**src/rtl/wdg_pkg.sv**
```systemverilog
package wdg_pkg;

    // Largest timeout code honoured; larger codes saturate here.
    localparam int MAX_CODE = 14;

    typedef enum logic [1:0] {
        ST_IDLE   = 2'd0,
        ST_INIT   = 2'd1,
        ST_NORM   = 2'd2,
        ST_EXPIRE = 2'd3
    } wdg_state_e;

    typedef enum logic [1:0] {
        CLR_GPI   = 2'd0,
        CLR_PO    = 2'd1,
        CLR_BOTH  = 2'd2,
        CLR_BOTH2 = 2'd3
    } clr_mode_e;

endpackage

```
**src/rtl/wdg_clear_sel.sv**
```systemverilog
module wdg_clear_sel
    import wdg_pkg::*;
#(
    parameter int NUM_GPI = 4,
    parameter int NUM_PO  = 8
) (
    input  logic                       clk,
    input  logic                       rst_n,
    input  logic [NUM_GPI-1:0]         gpi,
    input  logic [NUM_PO-1:0]          po_fb,
    input  logic [$clog2(NUM_GPI)-1:0] gsel,
    input  logic [$clog2(NUM_PO)-1:0]  psel,
    input  logic [1:0]                 mode,
    output logic                       clr
);

    logic g_now, p_now;
    logic g_q, p_q;
    logic g_rise, p_rise;

    assign g_now = gpi[gsel];
    assign p_now = po_fb[psel];

    // The previous values are tracked every cycle, so a level that is already
    // high at enable is never taken as a clear.
    always_ff @(posedge clk or negedge rst_n) begin
        if (!rst_n) begin
            g_q <= 1'b0;
            p_q <= 1'b0;
        end else begin
            g_q <= g_now;
            p_q <= p_now;
        end
    end

    assign g_rise = g_now & ~g_q;
    assign p_rise = p_now & ~p_q;

    always_comb begin
        unique case (clr_mode_e'(mode))
            CLR_GPI:   clr = g_rise;
            CLR_PO:    clr = p_rise;
            CLR_BOTH:  clr = g_rise | p_rise;
            CLR_BOTH2: clr = g_rise | p_rise;
            default:   clr = 1'b0;
        endcase
    end

endmodule

```
**src/rtl/wdg_timer.sv**
```systemverilog
module wdg_timer
    import wdg_pkg::*;
#(
    parameter int TICK_CLKS = 4,
    parameter int CODE_W    = 4
) (
    input  logic              clk,
    input  logic              rst_n,
    input  logic              en,
    input  logic              clr,
    input  logic [CODE_W-1:0] init_code,
    input  logic [CODE_W-1:0] norm_code,
    output logic              timeout
);

    localparam int PRE_W = (TICK_CLKS > 1) ? $clog2(TICK_CLKS) : 1;
    localparam int CNT_W = MAX_CODE + 1;

    wdg_state_e        state_q, state_d;
    logic [PRE_W-1:0]  pre_q;
    logic [CNT_W-1:0]  cnt_q;
    logic              tick;
    logic              period_done;
    logic              restart;
    logic [CNT_W-1:0]  last_idx;
    logic [CODE_W-1:0] cur_code;

    function automatic int unsigned clamp_code(input logic [CODE_W-1:0] c);
        if (int'(c) > MAX_CODE)
            return MAX_CODE;
        return int'(c);
    endfunction

    assign tick = (pre_q == PRE_W'(TICK_CLKS - 1));

    // Period length: the normal code once a clear has been seen, else initial.
    always_comb begin
        cur_code = (state_q == ST_NORM) ? norm_code : init_code;
        last_idx = (CNT_W'(1) << clamp_code(cur_code)) - CNT_W'(1);
    end

    assign period_done = tick && (cnt_q == last_idx);

    // State register.
    always_ff @(posedge clk or negedge rst_n) begin
        if (!rst_n)
            state_q <= ST_IDLE;
        else
            state_q <= state_d;
    end

    // Next-state logic.
    always_comb begin
        state_d = state_q;
        unique case (state_q)
            ST_IDLE: begin
                if (en)
                    state_d = ST_INIT;
            end
            ST_INIT, ST_NORM: begin
                if (clr)
                    state_d = ST_NORM;
                else if (period_done)
                    state_d = ST_EXPIRE;
            end
            ST_EXPIRE: begin
                if (tick)
                    state_d = ST_INIT;
            end
            default: state_d = ST_IDLE;
        endcase
        if (!en)
            state_d = ST_IDLE;
    end

    // A clear while counting, or any change of state, restarts both counters.
    assign restart = (clr && (state_q == ST_INIT || state_q == ST_NORM)) ||
                     (state_d != state_q);

    always_ff @(posedge clk or negedge rst_n) begin
        if (!rst_n) begin
            pre_q <= '0;
            cnt_q <= '0;
        end else if (state_q == ST_IDLE || state_d == ST_IDLE || restart) begin
            pre_q <= '0;
            cnt_q <= '0;
        end else if (tick) begin
            pre_q <= '0;
            cnt_q <= cnt_q + CNT_W'(1);
        end else begin
            pre_q <= pre_q + PRE_W'(1);
        end
    end

    // Output logic.
    always_comb begin
        unique case (state_q)
            ST_EXPIRE: timeout = 1'b1;
            default:   timeout = 1'b0;
        endcase
    end

endmodule

```
**src/rtl/wdg_route.sv**
```systemverilog
module wdg_route #(
    parameter int NUM_WDG = 2,
    parameter int NUM_PO  = 8
) (
    input  logic [NUM_WDG-1:0]        flags,
    input  logic [NUM_WDG*NUM_PO-1:0] mask,
    output logic [NUM_PO-1:0]         req
);

    for (genvar j = 0; j < NUM_PO; j++) begin : g_out
        logic [NUM_WDG-1:0] hits;
        for (genvar i = 0; i < NUM_WDG; i++) begin : g_src
            assign hits[i] = flags[i] & mask[i*NUM_PO + j];
        end
        assign req[j] = |hits;
    end

endmodule

```
**src/rtl/wdg_pair.sv**
```systemverilog
module wdg_pair
    import wdg_pkg::*;
#(
    parameter int NUM_WDG   = 2,
    parameter int NUM_GPI   = 4,
    parameter int NUM_PO    = 8,
    parameter int TICK_CLKS = 4,
    parameter int CODE_W    = 4
) (
    input  logic                               clk,
    input  logic                               rst_n,
    input  logic [NUM_WDG-1:0]                 enable,
    input  logic [2*NUM_WDG-1:0]               clr_mode,
    input  logic [NUM_WDG*$clog2(NUM_GPI)-1:0] gpi_sel,
    input  logic [NUM_WDG*$clog2(NUM_PO)-1:0]  po_sel,
    input  logic [NUM_WDG*CODE_W-1:0]          init_code,
    input  logic [NUM_WDG*CODE_W-1:0]          norm_code,
    input  logic [NUM_GPI-1:0]                 gpi,
    input  logic [NUM_PO-1:0]                  po_fb,
    input  logic [NUM_WDG*NUM_PO-1:0]          route_mask,
    output logic [NUM_WDG-1:0]                 timeout,
    output logic [NUM_PO-1:0]                  sup_assert
);

    localparam int GS_W = $clog2(NUM_GPI);
    localparam int PS_W = $clog2(NUM_PO);

    logic [NUM_WDG-1:0] clr;

    for (genvar i = 0; i < NUM_WDG; i++) begin : g_wdg
        wdg_clear_sel #(
            .NUM_GPI (NUM_GPI),
            .NUM_PO  (NUM_PO)
        ) u_clr (
            .clk   (clk),
            .rst_n (rst_n),
            .gpi   (gpi),
            .po_fb (po_fb),
            .gsel  (gpi_sel[i*GS_W +: GS_W]),
            .psel  (po_sel[i*PS_W +: PS_W]),
            .mode  (clr_mode[2*i +: 2]),
            .clr   (clr[i])
        );

        wdg_timer #(
            .TICK_CLKS (TICK_CLKS),
            .CODE_W    (CODE_W)
        ) u_tmr (
            .clk       (clk),
            .rst_n     (rst_n),
            .en        (enable[i]),
            .clr       (clr[i]),
            .init_code (init_code[i*CODE_W +: CODE_W]),
            .norm_code (norm_code[i*CODE_W +: CODE_W]),
            .timeout   (timeout[i])
        );
    end

    wdg_route #(
        .NUM_WDG (NUM_WDG),
        .NUM_PO  (NUM_PO)
    ) u_route (
        .flags (timeout),
        .mask  (route_mask),
        .req   (sup_assert)
    );

endmodule

```
**config.mk**
```make
export PLATFORM = sky130hd
export DESIGN_NAME = wdg_pair
export DESIGN_NICKNAME = d
export VERILOG_FILES = /design/src/rtl/wdg_pkg.sv /design/src/rtl/wdg_clear_sel.sv /design/src/rtl/wdg_timer.sv /design/src/rtl/wdg_route.sv /design/src/rtl/wdg_pair.sv
export SDC_FILE = /design/constraint.sdc
export NUM_CORES = 1
export LEC_CHECK = 0
export ABC_AREA = 1
export BUFFER_PORTS_ARGS = -buffer_cell sky130_fd_sc_hd__buf_2
export CORE_UTILIZATION = 25
export DETAILED_ROUTE_END_ITERATION = 12
export PLACE_DENSITY = 0.51
export RECOVER_POWER = 100
export SYNTH_ARGS = -nofsm -noshare
export SYNTH_HDL_FRONTEND = slang
export SYNTH_SLANG_ARGS = --single-unit
```
**constraint.sdc**
```tcl
create_clock -name clk -period 4.3 [get_ports clk]
set_clock_uncertainty 0.2 [all_clocks]
set_input_delay 0.215 -clock clk [delete_from_list [all_inputs] [get_ports clk]]
set_output_delay 0.215 -clock clk [all_outputs]
set_load 0.05 [all_outputs]
```
# After elaboration in Yosys (flattened, before gate mapping)

Index checks and enable logic that the tools add are counted.

Bits in registers: 42
Word-level logic and storage cells: 138

Add/subtract/negate cells: 6
Magnitude comparators: 6
Equal/unequal tests: 18
Shift operators: 2
Mux-type cells: 38
Bitwise gates (word level): 26
Reductions and logical operators: 32

Operators with widths:

| kind                    | count |
|---|---|
| $mux W32                | 2 |
| $shl A1 B32 Y15 const A | 2 |
| $mux W15                | 4 |
| $add A15 B1 Y15 const B | 2 |
| $eq A15 B15 Y1          | 2 |
| $sub A15 B2 Y15 const B | 2 |
| $mux W2                 | 12 |
| $reduce_or A2 Y1        | 12 |
| $and A1 B1 Y1           | 20 |
| $eq A2 B2 Y1 const B    | 10 |
| $mux W4                 | 4 |
| $logic_not A2 Y1        | 6 |
| $pmux W2 S3             | 2 |
| $eq A2 B1 Y1 const B    | 4 |
| $gt A4 B4 Y1 const B    | 2 |
| $logic_or A1 B1 Y1      | 8 |
| $lt A3 B4 Y1 const B    | 2 |
| $mux W1                 | 8 |
| $bmux W1 S3             | 2 |
| $lt A2 B3 Y1 const B    | 2 |
| $pmux W1 S3             | 2 |
| $add A2 B1 Y2 const B   | 2 |
| $bmux W1 S2             | 2 |
| $logic_and A1 B1 Y1     | 4 |
| other kinds (4)         | 10 |

# Logic depth before layout (Yosys ltp)

Gate-level depths: netlist of run 1.

Depth after elaboration: 17
Mapped depth: 27
Gate-level depth less buffers: 25

# By module

Synthesis of run 1 repeated with hierarchy kept, for this count alone.

Cell total of the unflattened synthesis: 634
Area total of the unflattened synthesis: 4139.0 sq um

By module, submodules not included:

| module        | times used | cells each | area an instance (sq um) |
|---|---|---|---|
| wdg_timer     | 2          | 264        | 1799.2 |
| wdg_clear_sel | 2          | 40         | 220.2 |
| wdg_route     | 1          | 26         | 100.1 |

# Worst setup path before layout of run 1

OpenSTA, ideal clock, no wires.

Kind: reg-to-reg
Start point: register g_wdg[1].u_tmr.state_q[0]
End point: register g_wdg[1].u_tmr.cnt_q[7]
Setup time: 0.125 ns
Data arrival time: 2.870 ns
Path slack: 1.105 ns
Cell stages (with the launch flop): 25
Path buffers: 2
Clock period less this slack: 3.195 ns
Path through: dfrtp_1 -> inv_1 -> ha_1 -> buf_6 -> o21ai_2 -> nor2_2 -> nand2_1 -> ha_1 -> a21oi_1 -> o21ai_0 -> a21oi_1 -> nand2_1 -> nor2_1 -> nand3_1 -> nor2_1 -> nand2_1 -> nand2_1 -> nand2_1 -> nand2_1 -> nand2_1 -> nand2_1 -> nand2_1 -> nand3_4 -> buf_12 -> nor2_4

Cells in the longest elaborated chain, start to end: 17
Elaborated cells between the ends (all ways): 28
Those cells by class: add/sub (1); order compare (1); eq/ne (5); shift (1); mux (10); reduce/logical (10)

RTL lines:

| item                                                    | line                                              | RTL |
|---|---|---|
| start, declared                                         | wdg_timer.sv:19                                   | `wdg_state_e state_q, state_d;` |
| start signal, assigned                                  | wdg_timer.sv:49                                   | `state_q <= state_d;` |
| $eq A2 B2 Y1                                            | wdg_timer.sv:38, wdg_timer.sv:55, wdg_timer.sv:77 |  |
| $mux W4                                                 | wdg_timer.sv:38                                   | `cur_code = (state_q == ST_NORM) ? norm_code : init_code;` |
| $gt A4 B4 Y1                                            | wdg_timer.sv:29                                   | `if (int'(c) > MAX_CODE)` |
| $mux W1 / $mux W4 (equally long branches)               | wdg_timer.sv:29                                   |  |
| $mux W32                                                | wdg_timer.sv:31                                   | `return int'(c);` |
| $shl A1 B32 Y15                                         | wdg_timer.sv:39                                   | `last_idx = (CNT_W'(1) << clamp_code(cur_code)) - CNT_W'(1);` |
| $sub A15 B2 Y15                                         | wdg_timer.sv:39                                   |  |
| $eq A15 B15 Y1                                          | wdg_timer.sv:42                                   | `assign period_done = tick && (cnt_q == last_idx);` |
| $logic_and A1 B1 Y1                                     | wdg_timer.sv:42                                   |  |
| $mux W2                                                 | wdg_timer.sv:63                                   | `else if (period_done)` |
| $mux W2                                                 | wdg_timer.sv:61                                   | `if (clr)` |
| $pmux W2 S3                                             | wdg_timer.sv:55                                   | `unique case (state_q)` |
| $mux W2                                                 | wdg_timer.sv:72                                   | `if (!en)` |
| $ne A2 B2 Y1 / $logic_not A2 Y1 (equally long branches) | wdg_timer.sv:78, wdg_timer.sv:84                  |  |
| $logic_or A1 B1 Y1, on equally long branches            | wdg_timer.sv:77, wdg_timer.sv:84                  |  |
| $logic_or A1 B1 Y1 (*)                                  | wdg_timer.sv:84                                   | `end else if (state_q == ST_IDLE \|\| state_d == ST_IDLE \|\| restart) begin` |
| $mux W15 / $reduce_bool A2 Y1 (equally long branches)   | --                                                |  |
| end signal, assigned                                    | wdg_timer.sv:89                                   | `cnt_q <= cnt_q + CNT_W'(1);` |
| end, declared                                           | wdg_timer.sv:21                                   | `logic [CNT_W-1:0] cnt_q;` |

Mark *: on every way between the ends. The rest lies on a longest branch, timed or not.
A chain may end at the register's enable or synchronous reset.

# Worst setup path after layout of run 1

Start point: register g_wdg[0].u_tmr.state_q[0]
End point: register g_wdg[0].u_tmr.cnt_q[4]

Cells in the longest elaborated chain, start to end: 17
Elaborated cells between the ends (all ways): 28
Those cells by class: add/sub (1); order compare (1); eq/ne (5); shift (1); mux (10); reduce/logical (10)

RTL lines:

| item                                                    | line |
|---|---|
| start, declared                                         | wdg_timer.sv:19 |
| start signal, assigned                                  | wdg_timer.sv:49 |
| $eq A2 B2 Y1                                            | wdg_timer.sv:38, wdg_timer.sv:55, wdg_timer.sv:77 |
| $mux W4                                                 | wdg_timer.sv:38 |
| $gt A4 B4 Y1                                            | wdg_timer.sv:29 |
| $mux W1 / $mux W4 (equally long branches)               | wdg_timer.sv:29 |
| $mux W32                                                | wdg_timer.sv:31 |
| $shl A1 B32 Y15                                         | wdg_timer.sv:39 |
| $sub A15 B2 Y15                                         | wdg_timer.sv:39 |
| $eq A15 B15 Y1                                          | wdg_timer.sv:42 |
| $logic_and A1 B1 Y1                                     | wdg_timer.sv:42 |
| $mux W2                                                 | wdg_timer.sv:63 |
| $mux W2                                                 | wdg_timer.sv:61 |
| $pmux W2 S3                                             | wdg_timer.sv:55 |
| $mux W2                                                 | wdg_timer.sv:72 |
| $ne A2 B2 Y1 / $logic_not A2 Y1 (equally long branches) | wdg_timer.sv:78, wdg_timer.sv:84 |
| $logic_or A1 B1 Y1, on equally long branches            | wdg_timer.sv:77, wdg_timer.sv:84 |
| $logic_or A1 B1 Y1 (*)                                  | wdg_timer.sv:84 |
| $mux W15 / $reduce_bool A2 Y1 (equally long branches)   | -- |
| end signal, assigned                                    | wdg_timer.sv:89 |
| end, declared                                           | wdg_timer.sv:21 |

Marks and branches as above.

==> results.cfg, run 1 <==
[worst_setup_path]
crit_path_cell_trace = inv_1 > ha_1 > inv_4 > nand2_1 > nand2_2 > nor2_1 > nand2_1 > ha_1 > a21oi_1 > o21ai_0 > nor2_1 > nand2_1 > nor2_1 > nand3_1 > nor2_1 > nand3_1 > nand2_1 > nand2_1 > nand2_1 > nand3_1 > nand2_1 > nand3_4 > nor2_1
path_buf_inv = 2
cpMostUsedCell = nand2_1
start_kind = flop
slowest_stage = ha_1
r2r-start = g_wdg[0].u_tmr.state_q[0]$_DFF_PN0_
criticalPathCategory = flop to flop
reg2reg_to = g_wdg[0].u_tmr.cnt_q[4]$_DFFE_PN0P_
critPathTopFamily = simple AND/OR/NAND/NOR gates
cp.required_ns = 4.32
max_stage_delay_ns = 0.44
crit_path_end_kind = flop
worst-r2r-cell-count = 23
arrival_ns = 3.82
r2r_slack_ns = 0.50
cp_max_fo = 17

[clock_tree]
htreeDepth = 2
insertion_delay_ns = 0.29
cts_tree = yes
cts_buffers = 5
max-clock-path-buffers = 2
cts-root-buf = clkbuf_16
ctsResizeCount = 0
cts.sinks = 42
path_clk_slew_ns = 0.07

[floorplan]
die_height_microns = 126
ios = 72
row_count = 44
initial_utilization_pct = 26.0
dieArea_sq_mm = 0.0159
die-width_microns = 126
core_sq_mm = 0.0148

[placement]
gp_congestion = 0.818
post-place-cells = 842
place_hpwl_microns = 7330
io_buffers = 71

[final_layout]
layout-drive-gt1-share_pct = 15.5
syn_to_final_growth_pct = 19.2
instances_no_fill = 857
n_antenna_cell = 0
fillers = 1631
fin_nets = 748

[timing]
rsz0062_at_grt = no
drv_slew = 43
hold_slack_ns = 0.0180
finalSetupViolations = 0
worst_pin_slew_ns = 2.30
fin_crit_sh_pct = 88.3
max_slew_margin_pct = -53.5
fin_tns_setup_ns = 0
final-hold-violation-count = 0
fmax_mhz = 263
period_minus_slack_ns = 3.80

[hold_path]
holdPathStages = 2
holdPathEnd = g_wdg[0].u_clr.g_q$_DFF_PN0_
min-delay-start = gpi_sel[1]
hold_class = input port to flop

[synthesis]
ys_ff_latch = 42
syn_avg_cell_area_sq_um = 6.47
synth_cell_types = 36
synth_area_sq_mm = 0.00384
synth_warnings = 0
synth_top_cell_by_area = dfrtp_1
synthTopCellsByArea = dfrtp_1, nand2_1, inv_1
ys_seq_area_share_pct = 27.4
synth_nets = 670
synth_top_area_share_pct = 27.4
synth_cells = 594
synthFlopType = dfrtp_1
synthArstFlopShare_pct = 100
synth_edf_count = 0

[routing]
num_vias = 3773
ant_nets = 0
drt_iter0_markers = 196
wirelength_microns = 9130
wl_per_cell_microns = 10.7
drc = 0
avgViaCountPerCell = 4.40
drt_first_pass_iters = 4

[power_and_ir_drop]
p_per_area_mw_per_mm2 = 251
vdd_drop_max_uv = 123
p_leak_nw = 2.25
p_total_w = 0.00115

[global_routing]
gr-total-overflow = 0
antenna_found_initial = 0
grt_pass1_vias = 3554
grt_pass1_wl_microns = 15700
grt_usage_pct = 12.1
grt_max_degree = 43

[run]
max-cap-violations = 1

[outcome]
failed_checks = max-capacitance violations, max-slew violations
run_status = finished, violations left
==> cell usage in the layout (no fill, tap or decap), drive strengths merged, types with 4 or more instances in the layout <==
cell type      n
nand3         56
dlygate4sd3    7
o211ai         4
inv           85
a22o           8
nand4          8
xor2          19
nor3          10
nand2        197
nor2          95
ha            14
buf           57
o21ai         21
clkbuf        21
dfrtp         42
a21oi         13
==> cell usage after synthesis (5+ instances only) <==
master,n
ha_1,14
nor3_1,10
nor2_4,11
nand3_1,53
nand2_2,9
nand4_1,8
nor2_1,77
o21ai_0,11
a21oi_1,13
inv_1,80
nor2_2,6
a22o_1,8
nand2_1,187
dfrtp_1,42
o21ai_2,5
xor2_1,19
==> worst max path at each step <==
stage	start	to	slack, ns	depth (start not counted)
2_1_floorplan	g_wdg[1].u_tmr.state_q[0]$_DFF_PN0_	g_wdg[1].u_tmr.cnt_q[7]$_DFFE_PN0P_	1.11	24
3_3_place_gp	g_wdg[1].u_tmr.state_q[0]$_DFF_PN0_	g_wdg[1].u_tmr.cnt_q[14]$_DFFE_PN0P_	0.52	21
3_5_place_dp	g_wdg[1].u_tmr.state_q[0]$_DFF_PN0_	g_wdg[1].u_tmr.cnt_q[14]$_DFFE_PN0P_	0.46	21
4_1_cts	g_wdg[1].u_tmr.state_q[0]$_DFF_PN0_	g_wdg[1].u_tmr.cnt_q[4]$_DFFE_PN0P_	0.45	21
5_1_grt	g_wdg[0].u_tmr.state_q[0]$_DFF_PN0_	g_wdg[0].u_tmr.cnt_q[4]$_DFFE_PN0P_	0.06	23
6_report	g_wdg[0].u_tmr.state_q[0]$_DFF_PN0_	g_wdg[0].u_tmr.cnt_q[4]$_DFFE_PN0P_	0.50	23
==> metal layers <==
metal  vias up  part of all wire (%)  track usage (%)  wire (microns)
met5         -                     0                0               0
met4         0                   1.6             3.83             150
met3        14                   4.1             2.21             378
met2        85                    45             20.5            4080
met1      1647                    50             15.4            4530
li1       2027                     -                -               -
==> sequential cells by signal (all words and copies together), names as in the netlist <==
| signal | cells |
|---|---|
| g_wdg.u_clr.p_q | 2 |
| g_wdg.u_tmr.cnt_q | 30 |
| g_wdg.u_clr.g_q | 2 |
| g_wdg.u_tmr.pre_q | 4 |
| g_wdg.u_tmr.state_q | 4 |
==> power by group <==
group,internal [W],leakage [nW],switching (W)
clock network,0.000349,0.0971,0.000162
registers,0.000403,0.573,0.00000370
logic,0.0000843,1.58,0.000149
==> repair_timing <==
action                                 in CTS  in global routing
endpoints found under the hold margin      47                  0
hold buffers                                7                  0
buffers inserted                            0                  0
==> area by class of cell <==
class                      instances  area [sq um]  area share, %
clock inverter                     2          60.1           1.31
inverter                          86           325           7.10
clock buffer                       6           139           3.03
multi-input combinational        458          2360           51.5
tap                              184           230           5.03
sequential                        42          1050           23.0
timing repair buffer              79           414           9.04
==> metrics by stage <==
| stage | instance area, sq um | util [%] | setup slack [ns] |
|---|---|---|---|
| detailed placement | 4360 | 29.6 | 0.460 |
| global route | 4580 | 31.0 | 0.0567 |
| floorplan | 3840 | - | 1.11 |
| global placement | 4360 | 29.6 | 0.522 |
| finish | 4580 | 31.0 | 0.502 |
| CTS | 4630 | 31.4 | 0.453 |
==> worst reg2reg max path: stages (launching register included) <==
cell	delay (ns)
dfrtp_1	0.38
inv_1	0.17
ha_1	0.44
inv_4	0.10
nand2_1	0.09
nand2_2	0.13
nor2_1	0.26
nand2_1	0.12
ha_1	0.32
a21oi_1	0.12
o21ai_0	0.10
nor2_1	0.11
nand2_1	0.06
nor2_1	0.08
nand3_1	0.09
nor2_1	0.10
nand3_1	0.12
nand2_1	0.08
nand2_1	0.05
nand2_1	0.09
nand3_1	0.07
nand2_1	0.11
nand3_4	0.19
nor2_1	0.16
==> logic make-up (layout without fill, tap and decap cells) <==
group	count (synthesis)	count (layout)	synth area share, %
simple gates	371	371	43.9
flops	42	42	27.4
buf+inv	94	173	10.4
xor+xnor	19	19	4.33
fa+ha+maj	14	14	4.56
mux	2	2	0.521
compound gates	52	52	8.99
No activity file was read; power rests on OpenSTA's default activity.
==> run 2, diff against run 1 <==
--- a/config.mk
+++ b/config.mk
@@ -9,8 +9,10 @@
 export BUFFER_PORTS_ARGS = -buffer_cell sky130_fd_sc_hd__buf_2
 export CORE_UTILIZATION = 25
 export DETAILED_ROUTE_END_ITERATION = 12
+export GPL_TIMING_DRIVEN = 0
 export PLACE_DENSITY = 0.51
 export RECOVER_POWER = 100
 export SYNTH_ARGS = -nofsm -noshare
 export SYNTH_HDL_FRONTEND = slang
+export SYNTH_HIERARCHICAL = 1
 export SYNTH_SLANG_ARGS = --single-unit
==> results.cfg, run 2 <==
[timing]
worst_pin_slew_ns = 2.31
period_minus_slack_ns = 3.82
timing.final.ws_setup_ns = 0.475
max_slew_margin_pct = -54.1
fmax_mhz = 261
finalSetupViolations = 0
fin_crit_sh_pct = 88.9
fin_tns_setup_ns = 0
final-hold-violation-count = 0
rsz0062_at_grt = no
drv_slew = 43

[clock_tree]
htreeDepth = 2
cts_setup_buffers = 0
ctsResizeCount = 0
cts.sinks = 42
insertion_delay_ns = 0.29
path_clk_slew_ns = 0.06
max-clock-path-buffers = 2
cts_tree = yes
cts-root-buf = clkbuf_16
cts_buffers = 5

[floorplan]
row_count = 46
core_sq_mm = 0.0160
die_height_microns = 131
die-width_microns = 131
ios = 72
dieArea_sq_mm = 0.0171
initial_utilization_pct = 25.9

[placement]
gp_congestion = 0.791
post-place-ws_ns = 0.625
place_hpwl_microns = 7530
post-place-cells = 921
placed_area_sq_mm = 0.00476
io_buffers = 71

[final_layout]
largest_reg_flops = 30
syn_to_final_growth_pct = 18.4
top_regs = g_wdg.u_tmr/cnt_q: 30 flops, g_wdg.u_tmr/pre_q: 4 flops, g_wdg.u_tmr/state_q: 4 flops
final_common_cell = nand2_1
regMostFlops = g_wdg.u_tmr/cnt_q
fillers = 1834
seq_area_sq_mm = 0.00105
final_cell_mix = nand2_1, inv_1, nor2_1, nand3_1, buf_2
multi_input_area_sq_mm = 0.00260
layout-drive-gt1-share_pct = 18.9
fin_nets = 791
instances_no_fill = 932
final_cell_area_sq_mm = 0.00490
n_antenna_cell = 0

[synthesis]
syn_avg_cell_area_sq_um = 6.53
synthArstFlopShare_pct = 100
ys_ff_latch = 42
synth_cell_types = 33
yosysMostFrequentCell = nand2_1
synth_top_cell_by_area = dfrtp_1
synth_top_area_share_pct = 25.4
synth_warnings = 6
synth_cells = 634
synthTopCellsByArea = dfrtp_1, nand2_1, inv_1
synth_common_cells = nand2_1, inv_1, nor2_1, nand3_1, dfrtp_1
synth_nets = 710
synth_edf_count = 0
synthFlopType = dfrtp_1
synth_area_sq_mm = 0.00414
ys_seq_area_share_pct = 25.4

[routing]
dr_wl_met2_microns = 4010
m1WireLength_microns = 4750
drc = 0
drt_iter0_markers = 150
ant_nets = 0
avgViaCountPerCell = 4.14
topRoutingLayerUsed = met4
wl_met3_microns = 389
num_vias = 3863
drt_first_pass_iters = 4
wirelength_microns = 9230
wl_per_cell_microns = 9.90

[global_routing]
grt_pass1_wl_microns = 15700
antenna_found_initial = 0
grt_usage_pct = 11.6
gr-total-overflow = 0
grt_pass1_vias = 3426
grt_max_degree = 43

[worst_setup_path]
max_stage_delay_ns = 0.36
arrival_ns = 3.84
cpMostUsedCell = nand2_1
slowest_stage = dfrtp_1
start_kind = flop
cp_max_fo = 10
crit_path_end_kind = flop
criticalPathCategory = flop to flop
cp.required_ns = 4.32

[hold_path]
hold_class = input port to flop

[outcome]
run_status = finished, violations left
failed_checks = max-capacitance violations, max-slew violations

[power_and_ir_drop]
p_per_area_mw_per_mm2 = 221
p_total_w = 0.00108
p_leak_nw = 2.44
vdd_drop_max_uv = 181

[run]
max-cap-violations = 1
## run 2: logic make-up after synthesis
family / share of synthesized area [%]
simple gates: 50.9
mux: 0.484
xor+xnor: 5.50
buf+inv: 11.2
compound gates: 2.30
flops: 25.4
fa+ha+maj: 4.23
## run 2: where the power goes
part | total, W | switching (W) | internal [W]
registers | 0.000408 | 0.00000441 | 0.000403
logic | 0.000251 | 0.000161 | 0.0000896
clock network | 0.000424 | 0.000150 | 0.000274
total | 0.00108 | 0.000316 | 0.000767
## run 2: what timing repair did
action | CTS | global route
endpoints found under the hold margin | 44 | 0
endpoints found under the setup margin | 0 | 0
hold buffers | 3 | 0
## run 2: layer usage
metal	GRT usage, %	vias to the layer above
met4	2.64	0
met3	2.44	7
met2	18.4	71
met1	16.0	1683
li1	-	2102
met5	0	-
## run 2: critical path: cells and delay by family (launching register included)
family / cells / cell delay, ns
adder cells (fa/ha/maj): 2 / 0.53
buffers and inverters: 4 / 0.51
flip-flops: 1 / 0.36
AND/OR/NAND/NOR: 24 / 2.14
## run 2: worst paths after layout
check,depth (start not counted),slack (ns),endpoint,start
worst max-delay path,30,0.48,g_wdg[1].u_tmr/pre_q[0]$_DFF_PN0_,g_wdg[1].u_tmr/state_q[0]$_DFF_PN0_
worst min-delay path,3,0.03,g_wdg[1].u_clr/g_q$_DFF_PN0_,gpi[0]
worst max register to register,30,0.48,g_wdg[1].u_tmr/pre_q[0]$_DFF_PN0_,g_wdg[1].u_tmr/state_q[0]$_DFF_PN0_
worst min register to register,2,0.34,g_wdg[0].u_tmr/pre_q[0]$_DFF_PN0_,g_wdg[0].u_tmr/pre_q[0]$_DFF_PN0_
max in group asynchronous,2,1.60,g_wdg[0].u_tmr/cnt_q[9]$_DFFE_PN0P_,rst_n
min in group asynchronous,2,0.98,g_wdg[1].u_tmr/cnt_q[4]$_DFFE_PN0P_,rst_n
## run 2: cell type report
cell class	count	share of cell area, %
plain buffers	8	1.30
clock buffers	6	2.63
flip-flops and latches	42	21.5
well taps	216	5.52
inverters	96	7.76
repair buffers	74	7.51
multi-input cells	488	53.1
clock inverters	2	0.766
## run 2: metrics by stage
stage               util [%]  hold WS (ns)
floorplan                  -        -0.281
global placement        29.8         0.220
detailed placement      29.8         0.224
CTS                     31.0        0.0346
global route            30.6        0.0465
finish                  30.6        0.0332
==> run 3, diff against run 2 <==
--- a/config.mk
+++ b/config.mk
@@ -8,10 +8,9 @@
 export ABC_AREA = 1
 export BUFFER_PORTS_ARGS = -buffer_cell sky130_fd_sc_hd__buf_2
 export CORE_UTILIZATION = 25
+export CTS_BUF_LIST = sky130_fd_sc_hd__clkbuf_16
 export DETAILED_ROUTE_END_ITERATION = 12
-export GPL_TIMING_DRIVEN = 0
 export PLACE_DENSITY = 0.51
-export RECOVER_POWER = 100
 export SYNTH_ARGS = -nofsm -noshare
 export SYNTH_HDL_FRONTEND = slang
 export SYNTH_HIERARCHICAL = 1
==> results.cfg, run 3 (synthesized netlist as in run 2, its figures left out) <==
[outcome]
run_status = completed

[worst_setup_path]
worst-r2r-cell-count = 27
max_stage_delay_ns = 0.44
slowest_stage = ha_1
critPathTopFamily = simple AND/OR/NAND/NOR gates
path_buf_inv = 1
cpMostUsedCell = nand2_1
start_kind = flop
cp.required_ns = 4.31
arrival_ns = 3.82
criticalPathCategory = flop to flop
cp_max_fo = 17
cp_num_cells = 27
crit_path_end_kind = flop

[global_routing]
antenna_found_initial = 0
gr-total-overflow = 0
grt_usage_pct = 11.5
grt_pass1_vias = 3377
grt_pass1_wl_microns = 15800
grt_max_degree = 43

[floorplan]
core_sq_mm = 0.0160
initial_utilization_pct = 25.9
ios = 72
die-width_microns = 131
dieArea_sq_mm = 0.0171
die_height_microns = 131
row_count = 46

[final_layout]
layout-drive-gt1-share_pct = 21.4
final_cell_area_sq_mm = 0.00487
n_antenna_cell = 0
final_common_cell = nand2_1
regMostFlops = g_wdg.u_tmr/cnt_q
syn_to_final_growth_pct = 17.6
largest_reg_flops = 30
top_regs = g_wdg.u_tmr/cnt_q: 30 flops, g_wdg.u_tmr/pre_q: 4 flops, g_wdg.u_tmr/state_q: 4 flops
final_cell_mix = nand2_1, inv_1, nor2_1, buf_2, nand3_1
fin_nets = 784
fillers = 1856
final_core_util_pct = 30.4

[clock_tree]
htreeDepth = 2
ctsResizeCount = 0
cts.sinks = 42
cts-root-buf = clkbuf_16
cts_buffers = 5
cts_hold_buf = 3
max-clock-path-buffers = 2
cts_setup_buffers = 0
insertion_delay_ns = 0.29
cts_tree = yes
path_clk_slew_ns = 0.07

[timing]
max_slew_margin_pct = 36.8
fmax_mhz = 262
fin_crit_sh_pct = 88.8
rsz0062_at_grt = no
worst_pin_slew_ns = 0.949
fin_tns_setup_ns = 0
drv_slew = 0
period_minus_slack_ns = 3.82
hold_slack_ns = 0.0300
finalSetupViolations = 0
final-hold-violation-count = 0

[placement]
place_hpwl_microns = 7480
placed_area_sq_mm = 0.00469
io_buffers = 71
gp_congestion = 0.810

[routing]
wirelength_microns = 9210
topRoutingLayerUsed = met4
avgViaCountPerCell = 4.11
wl_per_cell_microns = 9.95
drc = 0
wl_met3_microns = 392
num_vias = 3800
m1WireLength_microns = 4680
drt_iter0_markers = 170
dr_wl_met2_microns = 4090
ant_nets = 0
drt_first_pass_iters = 4

[power_and_ir_drop]
p_per_area_mw_per_mm2 = 213
p_leak_nw = 2.45
vdd_drop_max_uv = 124
p_total_w = 0.00104

[run]
max-cap-violations = 0

[hold_path]
holdPathStages = 3
hold_class = input port to flop
[run 3: changes by cell type in the layout (fill, tap and decap cells not counted), moves of 2 or more]
cell	change
clkbuf_1	-16
nor2_1	-2
buf_6	-4
nor2_2	+2
nand2_2	+5
buf_2	+11
nand2_1	-6
[run 3: per-layer routing]
metal	vias to the layer above	track usage (%)
met1	1632	16.6
met2	86	18.1
met4	0	2.03
met3	4	1.95
li1	2078	-
met5	-	0
[run 3: power by group]
group	internal (W)	switching, W
Clock	0.000217	0.000164
Sequential	0.000403	0.00000485
Combinational	0.0000886	0.000161
Total	0.000709	0.000330
[run 3: per-stage QoR]
stage,cells,worst slack (ns)
after global routing,925,0.0504
after floorplan,634,1.11
after detailed placement,914,0.419
final,925,0.482
after CTS,925,0.397
after global placement,914,0.495
[run 3: path summary, 6_finish.rpt]
kind / end / slack (ns) / from
max reg2reg: g_wdg[0].u_tmr/cnt_q[9]$_DFFE_PN0P_ / 0.48 / g_wdg[0].u_tmr/state_q[0]$_DFF_PN0_
min: g_wdg[1].u_clr/g_q$_DFF_PN0_ / 0.03 / gpi[0]
min reg2reg: g_wdg[1].u_tmr/pre_q[0]$_DFF_PN0_ / 0.34 / g_wdg[1].u_tmr/pre_q[0]$_DFF_PN0_
max: g_wdg[0].u_tmr/cnt_q[9]$_DFFE_PN0P_ / 0.48 / g_wdg[0].u_tmr/state_q[0]$_DFF_PN0_
min in group asynchronous: g_wdg[1].u_tmr/cnt_q[13]$_DFFE_PN0P_ / 0.43 / rst_n
max in group asynchronous: g_wdg[1].u_clr/p_q$_DFF_PN0_ / 2.88 / rst_n
[run 3: tightest hold or removal path: stages]
cell	delay [ns]
buf_2	0.10
nand2_1	0.05
a21boi_0	0.10
[run 3: layout make-up]
| cell class | instances | area, sq um | area share [%] |
|---|---|---|---|
| multi-input combinational | 488 | 2630 | 53.9 |
| sequential | 42 | 1050 | 21.6 |
| timing repair buffer | 75 | 393 | 8.07 |
| inverter | 96 | 380 | 7.81 |
| tap | 216 | 270 | 5.55 |
| clock buffer | 5 | 125 | 2.57 |
| clock inverter | 3 | 23.8 | 0.488 |
